File: config.mk
export PLATFORM = sky130hd
export DESIGN_NAME = rxq_status_top
export DESIGN_NICKNAME = d
export VERILOG_FILES = /design/src/rtl/rxq_pkg.sv /design/src/rtl/rxq_ring.sv /design/src/rtl/rxq_errlog.sv /design/src/rtl/rxq_status_top.sv
export SDC_FILE = /design/constraint.sdc
export NUM_CORES = 1
export LEC_CHECK = 0
export ABC_CLOCK_PERIOD_IN_PS = 3900
export BUFFER_PORTS_ARGS = -buffer_cell sky130_fd_sc_hd__buf_2
export CAP_MARGIN = 15
export CORE_AREA = 3 3 130 132
export DETAILED_ROUTE_END_ITERATION = 8
export DIE_AREA = 0 0 133 135
export GPL_TIMING_DRIVEN = 0
export PLACE_DENSITY = 0.66
export SETUP_SLACK_MARGIN = 0.3
export SLEW_MARGIN = 20
export SYNTH_ARGS = -nofsm -noshare
export SYNTH_HDL_FRONTEND = slang
export SYNTH_HIERARCHICAL = 1
export SYNTH_SLANG_ARGS = --single-unit
File: constraint.sdc
create_clock -name clk -period 3.9 [get_ports clk]
set_input_delay 0.39 -clock clk [delete_from_list [all_inputs] [get_ports clk]]
set_output_delay 0.39 -clock clk [all_outputs]
set_load 0.02 [all_outputs]
File: src/rtl/rxq_pkg.sv
package rxq_pkg;

    typedef enum logic [2:0] {
        REG_CTRL   = 3'd0,
        REG_XFER   = 3'd1,
        REG_ERRS   = 3'd2,
        REG_FSTAT  = 3'd3,
        REG_RXDATA = 3'd4
    } reg_sel_e;

    // Control bit positions
    localparam int CTL_EN    = 0;
    localparam int CTL_RXCLR = 1;
    localparam int CTL_TXCLR = 2;

    // Error status layout, MSB first: break, frame, parity, overrun
    typedef struct packed {
        logic brk;
        logic frame;
        logic parity;
        logic ovr;
    } err_flags_t;

    // Queue status word: count field zeroed when the full flag is set
    function automatic logic [31:0] pack_fstat(input logic [7:0] cnt, input logic full);
        return {23'd0, full, (full ? 8'd0 : cnt)};
    endfunction

endpackage

File: src/rtl/rxq_ring.sv
module rxq_ring #(
    parameter int DEPTH = 16,
    parameter int W     = 8,
    localparam int AW   = (DEPTH > 1) ? $clog2(DEPTH) : 1,
    localparam int CW   = $clog2(DEPTH + 1)
) (
    input  logic          clk,
    input  logic          rst,
    input  logic          clr,
    input  logic          push,
    input  logic          pop,
    input  logic [W-1:0]  din,
    output logic [W-1:0]  head,
    output logic [CW-1:0] occ,
    output logic          full,
    output logic          empty
);

    logic [W-1:0]  mem [DEPTH];
    logic [AW-1:0] wp, rp;
    logic [CW-1:0] cnt;

    function automatic logic [AW-1:0] bump(input logic [AW-1:0] p);
        return (p == AW'(DEPTH - 1)) ? '0 : p + AW'(1);
    endfunction

    always_ff @(posedge clk) begin
        if (push) begin
            mem[wp] <= din;
        end
    end

    always_ff @(posedge clk) begin
        if (rst || clr) begin
            wp  <= '0;
            rp  <= '0;
            cnt <= '0;
        end else begin
            if (push) wp <= bump(wp);
            if (pop)  rp <= bump(rp);
            cnt <= cnt + CW'(push) - CW'(pop);
        end
    end

    assign head  = mem[rp];
    assign occ   = cnt;
    assign full  = (cnt == CW'(DEPTH));
    assign empty = (cnt == '0);

endmodule

File: src/rtl/rxq_errlog.sv
module rxq_errlog
    import rxq_pkg::*;
(
    input  logic       clk,
    input  logic       rst,
    input  err_flags_t set_f,
    input  logic       rd_clr,
    output err_flags_t val
);

    always_ff @(posedge clk) begin
        if (rst) begin
            val <= '0;
        end else begin
            val <= (rd_clr ? err_flags_t'('0) : val) | set_f;
        end
    end

endmodule

File: src/rtl/rxq_status_top.sv
module rxq_status_top
    import rxq_pkg::*;
#(
    parameter int DEPTH = 16,       // 2 .. 255 so the count fits its 8-bit field
    localparam int CW   = $clog2(DEPTH + 1)
) (
    input  logic        clk,
    input  logic        rst,
    input  logic        in_valid,
    input  logic [7:0]  in_byte,
    input  logic        in_parity_err,
    input  logic        in_frame_err,
    input  logic        in_break,
    input  logic        bus_valid,
    input  logic        bus_write,
    input  logic [2:0]  bus_addr,
    input  logic [31:0] bus_wdata,
    output logic [31:0] bus_rdata,
    output logic        ev_rx,
    output logic        ev_err,
    output logic        tx_flush
);

    logic          fifo_en;
    logic [7:0]    hold_q;
    logic          hold_v;
    logic [7:0]    head;
    logic [CW-1:0] occ;
    logic          full, empty;
    err_flags_t    err_q, err_set;
    logic          unused_wdata;

    reg_sel_e sel;
    logic wr, rd, wr_ctrl, rd_rx, rd_err, rx_clr;
    logic arrive, want_pop, bypass, pop_ok, push_ok, underflow, dropped, rdy;
    logic [7:0] arrive_byte;
    logic [31:0] rd_mux;

    assign unused_wdata = ^bus_wdata[31:3];

    assign sel      = reg_sel_e'(bus_addr);
    assign wr       = bus_valid &  bus_write;
    assign rd       = bus_valid & ~bus_write;
    assign wr_ctrl  = wr && (sel == REG_CTRL);
    assign rd_rx    = rd && (sel == REG_RXDATA);
    assign rd_err   = rd && (sel == REG_ERRS);
    assign rx_clr   = wr_ctrl & bus_wdata[CTL_RXCLR];

    assign arrive      = in_valid | in_break;
    assign arrive_byte = in_break ? 8'h00 : in_byte;

    // Queue admission and removal
    assign want_pop  = fifo_en & rd_rx;
    assign bypass    = want_pop & empty & arrive;
    assign pop_ok    = want_pop & ~empty;
    assign underflow = want_pop & empty & ~arrive;
    assign push_ok   = fifo_en & arrive & ~rx_clr & ~bypass & (~full | pop_ok);
    assign dropped   = fifo_en & arrive & ~rx_clr & full & ~pop_ok;

    rxq_ring #(.DEPTH(DEPTH), .W(8)) ring_i (
        .clk   (clk),
        .rst   (rst),
        .clr   (rx_clr),
        .push  (push_ok),
        .pop   (pop_ok),
        .din   (arrive_byte),
        .head  (head),
        .occ   (occ),
        .full  (full),
        .empty (empty)
    );

    always_comb begin
        err_set        = '0;
        err_set.ovr    = dropped;
        err_set.parity = in_valid & in_parity_err;
        err_set.frame  = in_valid & in_frame_err;
        err_set.brk    = in_break;
    end

    rxq_errlog errlog_i (
        .clk    (clk),
        .rst    (rst),
        .set_f  (err_set),
        .rd_clr (rd_err),
        .val    (err_q)
    );

    // Control, holding register and event pulses
    always_ff @(posedge clk) begin
        if (rst) begin
            fifo_en  <= 1'b0;
            hold_q   <= '0;
            hold_v   <= 1'b0;
            ev_rx    <= 1'b0;
            ev_err   <= 1'b0;
            tx_flush <= 1'b0;
        end else begin
            if (wr_ctrl) fifo_en <= bus_wdata[CTL_EN];
            if (!fifo_en && arrive) begin
                hold_q <= arrive_byte;
                hold_v <= 1'b1;
            end else if (!fifo_en && rd_rx) begin
                hold_v <= 1'b0;
            end
            ev_rx    <= arrive;
            ev_err   <= dropped | underflow;
            tx_flush <= wr_ctrl & bus_wdata[CTL_TXCLR];
        end
    end

    assign rdy = fifo_en ? ~empty : hold_v;

    always_comb begin
        case (sel)
            REG_CTRL:   rd_mux = {31'd0, fifo_en};
            REG_XFER:   rd_mux = {29'd0, 2'b11, rdy};
            REG_ERRS:   rd_mux = {28'd0, err_q};
            REG_FSTAT:  rd_mux = pack_fstat(8'(occ), full);
            REG_RXDATA: begin
                if (!fifo_en)    rd_mux = {24'd0, hold_q};
                else if (bypass) rd_mux = {24'd0, arrive_byte};
                else if (empty)  rd_mux = 32'd0;
                else             rd_mux = {24'd0, head};
            end
            default:    rd_mux = 32'd0;
        endcase
    end

    always_ff @(posedge clk) begin
        if (rst) begin
            bus_rdata <= '0;
        end else if (rd) begin
            bus_rdata <= rd_mux;
        end
    end

endmodule

After elaboration in Yosys (flattened, before gate mapping)
Memories as Yosys holds them, arrays and structs flattened. A register that Yosys moved wholly into a read port is not among the register bits. Cells that the tools add are included.

Register bits: 62. Latch bits: 0. Bits in writable memories: 128. ROM bits: 0. Input port bits: 51. Output and inout bits: 35. Memories: 1.

Memories: ring_i.mem (words 16, width 8, rd ports 1, clocked after Yosys merged registers in 1, wr ports 1, line rxq_ring.sv:19) `logic [W-1:0] mem [DEPTH];`.

$add $sub $neg: 4. $mul: 0. Div/mod/pow operators: 0. $lt $le $gt $ge: 0. Eq/ne operators: 7. Shift operators: 0. Multiplexer cells: 16. Bitwise logic cells: 28. Reductions and logical operators: 10.

Operator list (count): 9-bit one-hot mux with 5 select lines (1); 8-bit 2-to-1 mux (4); 4-bit 2-to-1 mux (5); 1-bit AND (17); 4-bit by 1-bit adder with 4-bit output, second input constant (2); 4-bit equality test, second input constant (2); 1-bit NOT (7); 3-bit by 2-bit equality test with 1-bit output, second input constant (2); 5-bit by 1-bit adder with 5-bit output (1); 5-bit equality test, second input constant (1); 1-bit logical AND (5); 5-bit logical NOT (1); 1-bit 2-to-1 mux (5); 5-bit 2-to-1 mux (1); 5-bit by 1-bit subtractor with 5-bit output (1); 4-bit bitwise OR (1); 3-bit by 1-bit equality test with 1-bit output, second input constant (1); 3-bit equality test, second input constant (1); 3-bit logical NOT (1); 1-bit bitwise OR (3); 2-bit nonzero test (1); 1-bit logical NOT (1); 1-bit logical OR (1).

Depth between registers and ports, before layout
Depth after elaboration: 11. Gate-level depth with buffers: 16.

Cells and area by module
The synthesis kept the hierarchy.

By module, submodules not included: rxq_ring (times used 1, cells an instance 303, area an instance 5788.1 µm², seq. area each 4184.0 µm²); rxq_status_top (times used 1, cells an instance 182, area an instance 1502.7 µm², seq. area each 440.4 µm²); rxq_errlog (times used 1, cells an instance 16, area an instance 140.1 µm², seq. area each 80.1 µm²).

Worst setup path before layout
No wires, ideal clock.

Kind: register to register. From: register ring_i.cnt[3] (netlist: ring_i/occ[3]). To: register ring_i.cnt[4] (netlist: ring_i/occ[4]). Library setup time: 70 ps. Data arrival time: 3416 ps. Data required time: 3830 ps. Setup slack: 414 ps. Cell stages (with the launch flop): 17. Path buffers: 1. Clock period less this slack: 3486 ps. Cell sequence: dfxtp_1 -> inv_1 -> ha_1 -> nor4b_1 -> buf_2 -> inv_2 -> nor2_1 -> a2111oi_1 -> inv_1 -> ha_1 -> inv_1 -> ha_1 -> fa_1 -> a21oi_1 -> nor2_1 -> or3_1 -> a21oi_1.

Longest elaborated chain between the ends: 8.

RTL lines: start, declared (line rxq_ring.sv:21) `logic [CW-1:0] cnt;`; start signal, assigned (line rxq_ring.sv:41) `cnt <= cnt + CW'(push) - CW'(pop);`; 5-bit logical NOT (*) (line rxq_ring.sv:48) `assign empty = (cnt == '0);`; named net empty (line rxq_status_top.sv:29) `logic full, empty;`; 1-bit AND (2 in series) (line rxq_status_top.sv:54) `assign bypass = want_pop & empty & arrive;`; 1-bit NOT (line rxq_status_top.sv:57) `assign push_ok = fifo_en & arrive & ~rx_clr & ~bypass & (~full | pop_ok);`; 1-bit AND (line rxq_status_top.sv:57); 1-bit AND (*) (line rxq_status_top.sv:57); named net push_ok (line rxq_status_top.sv:35) `logic arrive, want_pop, bypass, pop_ok, push_ok, underflow, dropped, rdy;`; 5-bit by 1-bit adder with 5-bit output (*) (line rxq_ring.sv:41); 5-bit by 1-bit subtractor with 5-bit output (*) (line rxq_ring.sv:41).

The timed path passes the listed nets; every way through them passes the cells marked *. A chain may end at the register's enable or synchronous reset.

Final worst setup path
From: register ring_i.cnt[2] (netlist: ring_i/occ[2]). To: register ring_i.cnt[4] (netlist: ring_i/occ[4]).

The elaborated chain is that of the path after synthesis.

==> results.cfg <==
[status]
status = finished clean

[timing]
rsz0062_at_grt = false
setup_viol = 0
relSlewSlack_pct = 39.4
hold_viol = 0
clock.fmax_mhz = 299
timing.final.crit_share_pct = 85.7
skew_ns = 0.00605
maxSlewViolCount = 0
worst_slew_pin_slew_ns = 0.896
fin_crit_ns = 3.34

[hold_path]
holdCritPathClass = in -> reg

[power]
switching_share_pct = 20.4
clkPwrFrac_pct = 42.5
worst_ir_drop_vdd_v = 0.000301
combPwrFrac_pct = 4.2
p_sw_mw = 0.753
powerDensity_nw_per_um2 = 432
power.share.sequential_pct = 53.3
power_leakage_nw = 2.96
p_int_mw = 2.94

[synthesis]
synth_area_per_cell_um2 = 14.8
synth-main-ff-cell = edfxtp_1
ys_seq_area_share_pct = 63.3
synth.most_common_cell = edfxtp_1
synth_seq_cells = 171
synth_top_area_cell = edfxtp_1
postSynth.asyncResetShare_pct = 0
ys_types = 64
synth_area_leaders = edfxtp_1 52%, dfxtp_1 12%, mux4_2 6.4%
synth_top_area_share_pct = 51.7
syn_inst = 501
syn-cell-area_um2 = 7430
synthTopCellsByCount = 128 x edfxtp_1, 43 x dfxtp_1, 33 x nor2_1
yosysWarnings = 6
synth_edf_count = 128

[worst_setup_path]
startpoint_type = register
crit_required_ns = 4.26
worst_path_most_repeated_cell = ha_1
criticalPathCategory = reg -> reg
r2r_slack_ns = 0.56
cpPeakStageDelay_ns = 0.40
endpoint_kind = register
crit_chain = inv_1 -> ha_1 -> nor4b_1 -> clkbuf_4 -> inv_4 -> nor2_1 -> a2111oi_4 -> inv_2 -> ha_1 -> inv_1 -> ha_1 -> fa_2 -> a21oi_1 -> nor2_1 -> or3_1 -> a21oi_1
crit_family = adder cells
crit_slowest_cell = a2111oi_4
crit_buf_inv = 5
crit_arrival_ns = 3.70
crit_fanout = 9

[global_routing]
antenna_found_initial = 0
grt_util_all_layers_pct = 17.8
grt_pass1_wl_um = 23900
grt_max_degree = 19
grt-ovfl-total = 0
grt_pass1_vias = 4172

[clock_tree]
clock_latency_ns = 0.43
cts_tree = yes
cts_htree_levels = 4
clk_pin_slew_worst_paths_ns = 0.06
cts_buffers = 17
ctsHoldBuffers = 0
clk_path_buf_depth = 2
cts-root-buf = clkbuf_16
cts_num_sinks = 171

[floorplanning]
initial_core_util_pct = 46.9
die_area_um2 = 18000
io_pins = 86
core_um2 = 15800
rows = 46
dieWidth_um = 133
die_y_um = 135

[routing]
drt_wl_total_um = 15700
drt-wirelength-per-cell_um = 19.5
ant_nets = 0
first_iter_violations = 452
drc = 0
first_pass_iters = 5
vias_per_cell = 5.49
vias = 4404

[place]
io_buffers = 31
dpl_cell_area_um2 = 7950
place_hpwl_um = 10500
gp_congestion = 0.804

[final_layout]
final_nets = 639
area_growth_pct = 14.9
final_util_pct = 53.9
nFillCells = 1288
n_antenna_cell = 0
layout-drive-gt1-share_pct = 24.6
stdcell_area_um2 = 8540

[run]
maxCapViolations = 0
-- worst reg2reg max path, stage by stage (launching register included) --
cell and delay (ns):
dfxtp_1 0.35, inv_1 0.07, ha_1 0.20, nor4b_1 0.14, clkbuf_4 0.20, inv_4 0.11, nor2_1 0.07, a2111oi_4 0.40
inv_2 0.11, ha_1 0.29, inv_1 0.04, ha_1 0.20, fa_2 0.36, a21oi_1 0.17, nor2_1 0.07, or3_1 0.35
a21oi_1 0.13
-- per-layer routing --
layer | vias to the layer above | track usage (%) | share of wire (%)
met5 | - | 0 | 0
met4 | 0 | 6.35 | 1.9
met3 | 30 | 3.69 | 5.8
met2 | 166 | 27.8 | 47
met1 | 2205 | 25.0 | 45
li1 | 2003 | - | -
-- what timing repair did --
action,in CTS,in global routing
gates resized for setup,3,5
pin swaps,0,1
setup endpoints to repair,2,1
buffers inserted,0,3
-- through the flow --
step	instances	hold WS (ns)	setup slack (ns)	power [mW]	TNS (ns)
floorplan	523	0.440	0.414	2.11	0
global placement	770	0.443	-0.0339	2.15	-0.0339
detailed placement	770	0.455	-0.166	2.16	-0.166
CTS	799	0.210	0.393	3.71	0
global route	802	0.227	0.338	3.80	0
finish	802	0.220	0.558	3.69	0
-- flip-flops by register name, indices dropped and copies added, names as in the netlist, 4 cells and up, named ones only --
register	count
ring_i/wp	4
ring_i/rp	4
bus_rdata	9
hold_q	8
errlog_i/val	4
ring_i/occ	5
ring_i/mem	128
-- cell families after synthesis --
| kind of cell | after synthesis | synth area share, % |
|---|---|---|
| and+or+nand+nor | 128 | 9.63 |
| AOI/OAI and AO/OA | 72 | 6.79 |
| DFF | 171 | 63.3 |
| buffers and inverters | 68 | 5.62 |
| adders and majority gates | 12 | 2.12 |
| xor gates and xnor gates | 5 | 0.589 |
| other | 1 | 0.0505 |
| muxes | 44 | 11.9 |
-- power by group through the flow --
stage,Sequential (mW),Combinational (mW),Clock (mW)
6_report,1.97,0.154,1.57
5_1_grt,1.97,0.167,1.67
4_1_cts,1.97,0.152,1.59
3_5_place_dp,2.01,0.151,0
3_3_place_gp,2.01,0.145,0
2_1_floorplan,2.01,0.104,0
-- worst paths after layout --
check	end	depth (start not counted)	from
worst max-delay path	ring_i/occ[4]$_SDFF_PP0_	16	ring_i/occ[2]$_SDFF_PP0_
worst max register to register	ring_i/occ[4]$_SDFF_PP0_	16	ring_i/occ[2]$_SDFF_PP0_
worst min register to register	bus_rdata[6]$_SDFFE_PP0P_	2	bus_rdata[6]$_SDFFE_PP0P_
worst min-delay path	fifo_en$_SDFFE_PP0P_	3	bus_wdata[0]
-- cells in the final DEF, fill, tap and decap left out, types with 3 or more instances in the layout --
cell type,instances
a32oi_1,3
edfxtp_1,128
o21ai_0,7
clkbuf_1,5
conb_1,23
nor2b_2,5
a311o_1,4
nand2b_1,8
clkinv_1,4
nand2_1,25
nor3_1,4
mux4_1,11
a31oi_1,3
a22o_1,3
inv_1,20
nor2b_1,3
inv_2,3
clkdlybuf4s25_2,3
mux2i_1,11
and2_1,19
buf_6,5
dfxtp_1,42
buf_2,37
nor2_1,33
buf_4,29
a22oi_1,16
ha_1,11
mux4_2,21
a21oi_1,20
nand3_1,6
xor2_1,3
clkbuf_16,17
nor4_1,4
-- cell type report --
class	instances	area [um^2]	area share, %
multi-input cells	284	2420	28.4
well taps	216	270	3.17
flip-flops and latches	171	4710	55.1
clock buffers	19	433	5.07
clock inverters	10	104	1.22
repair buffers	34	178	2.08
plain buffers	44	330	3.87
inverters	24	92.6	1.08
Note: power is estimated with default switching activity, not from simulation.
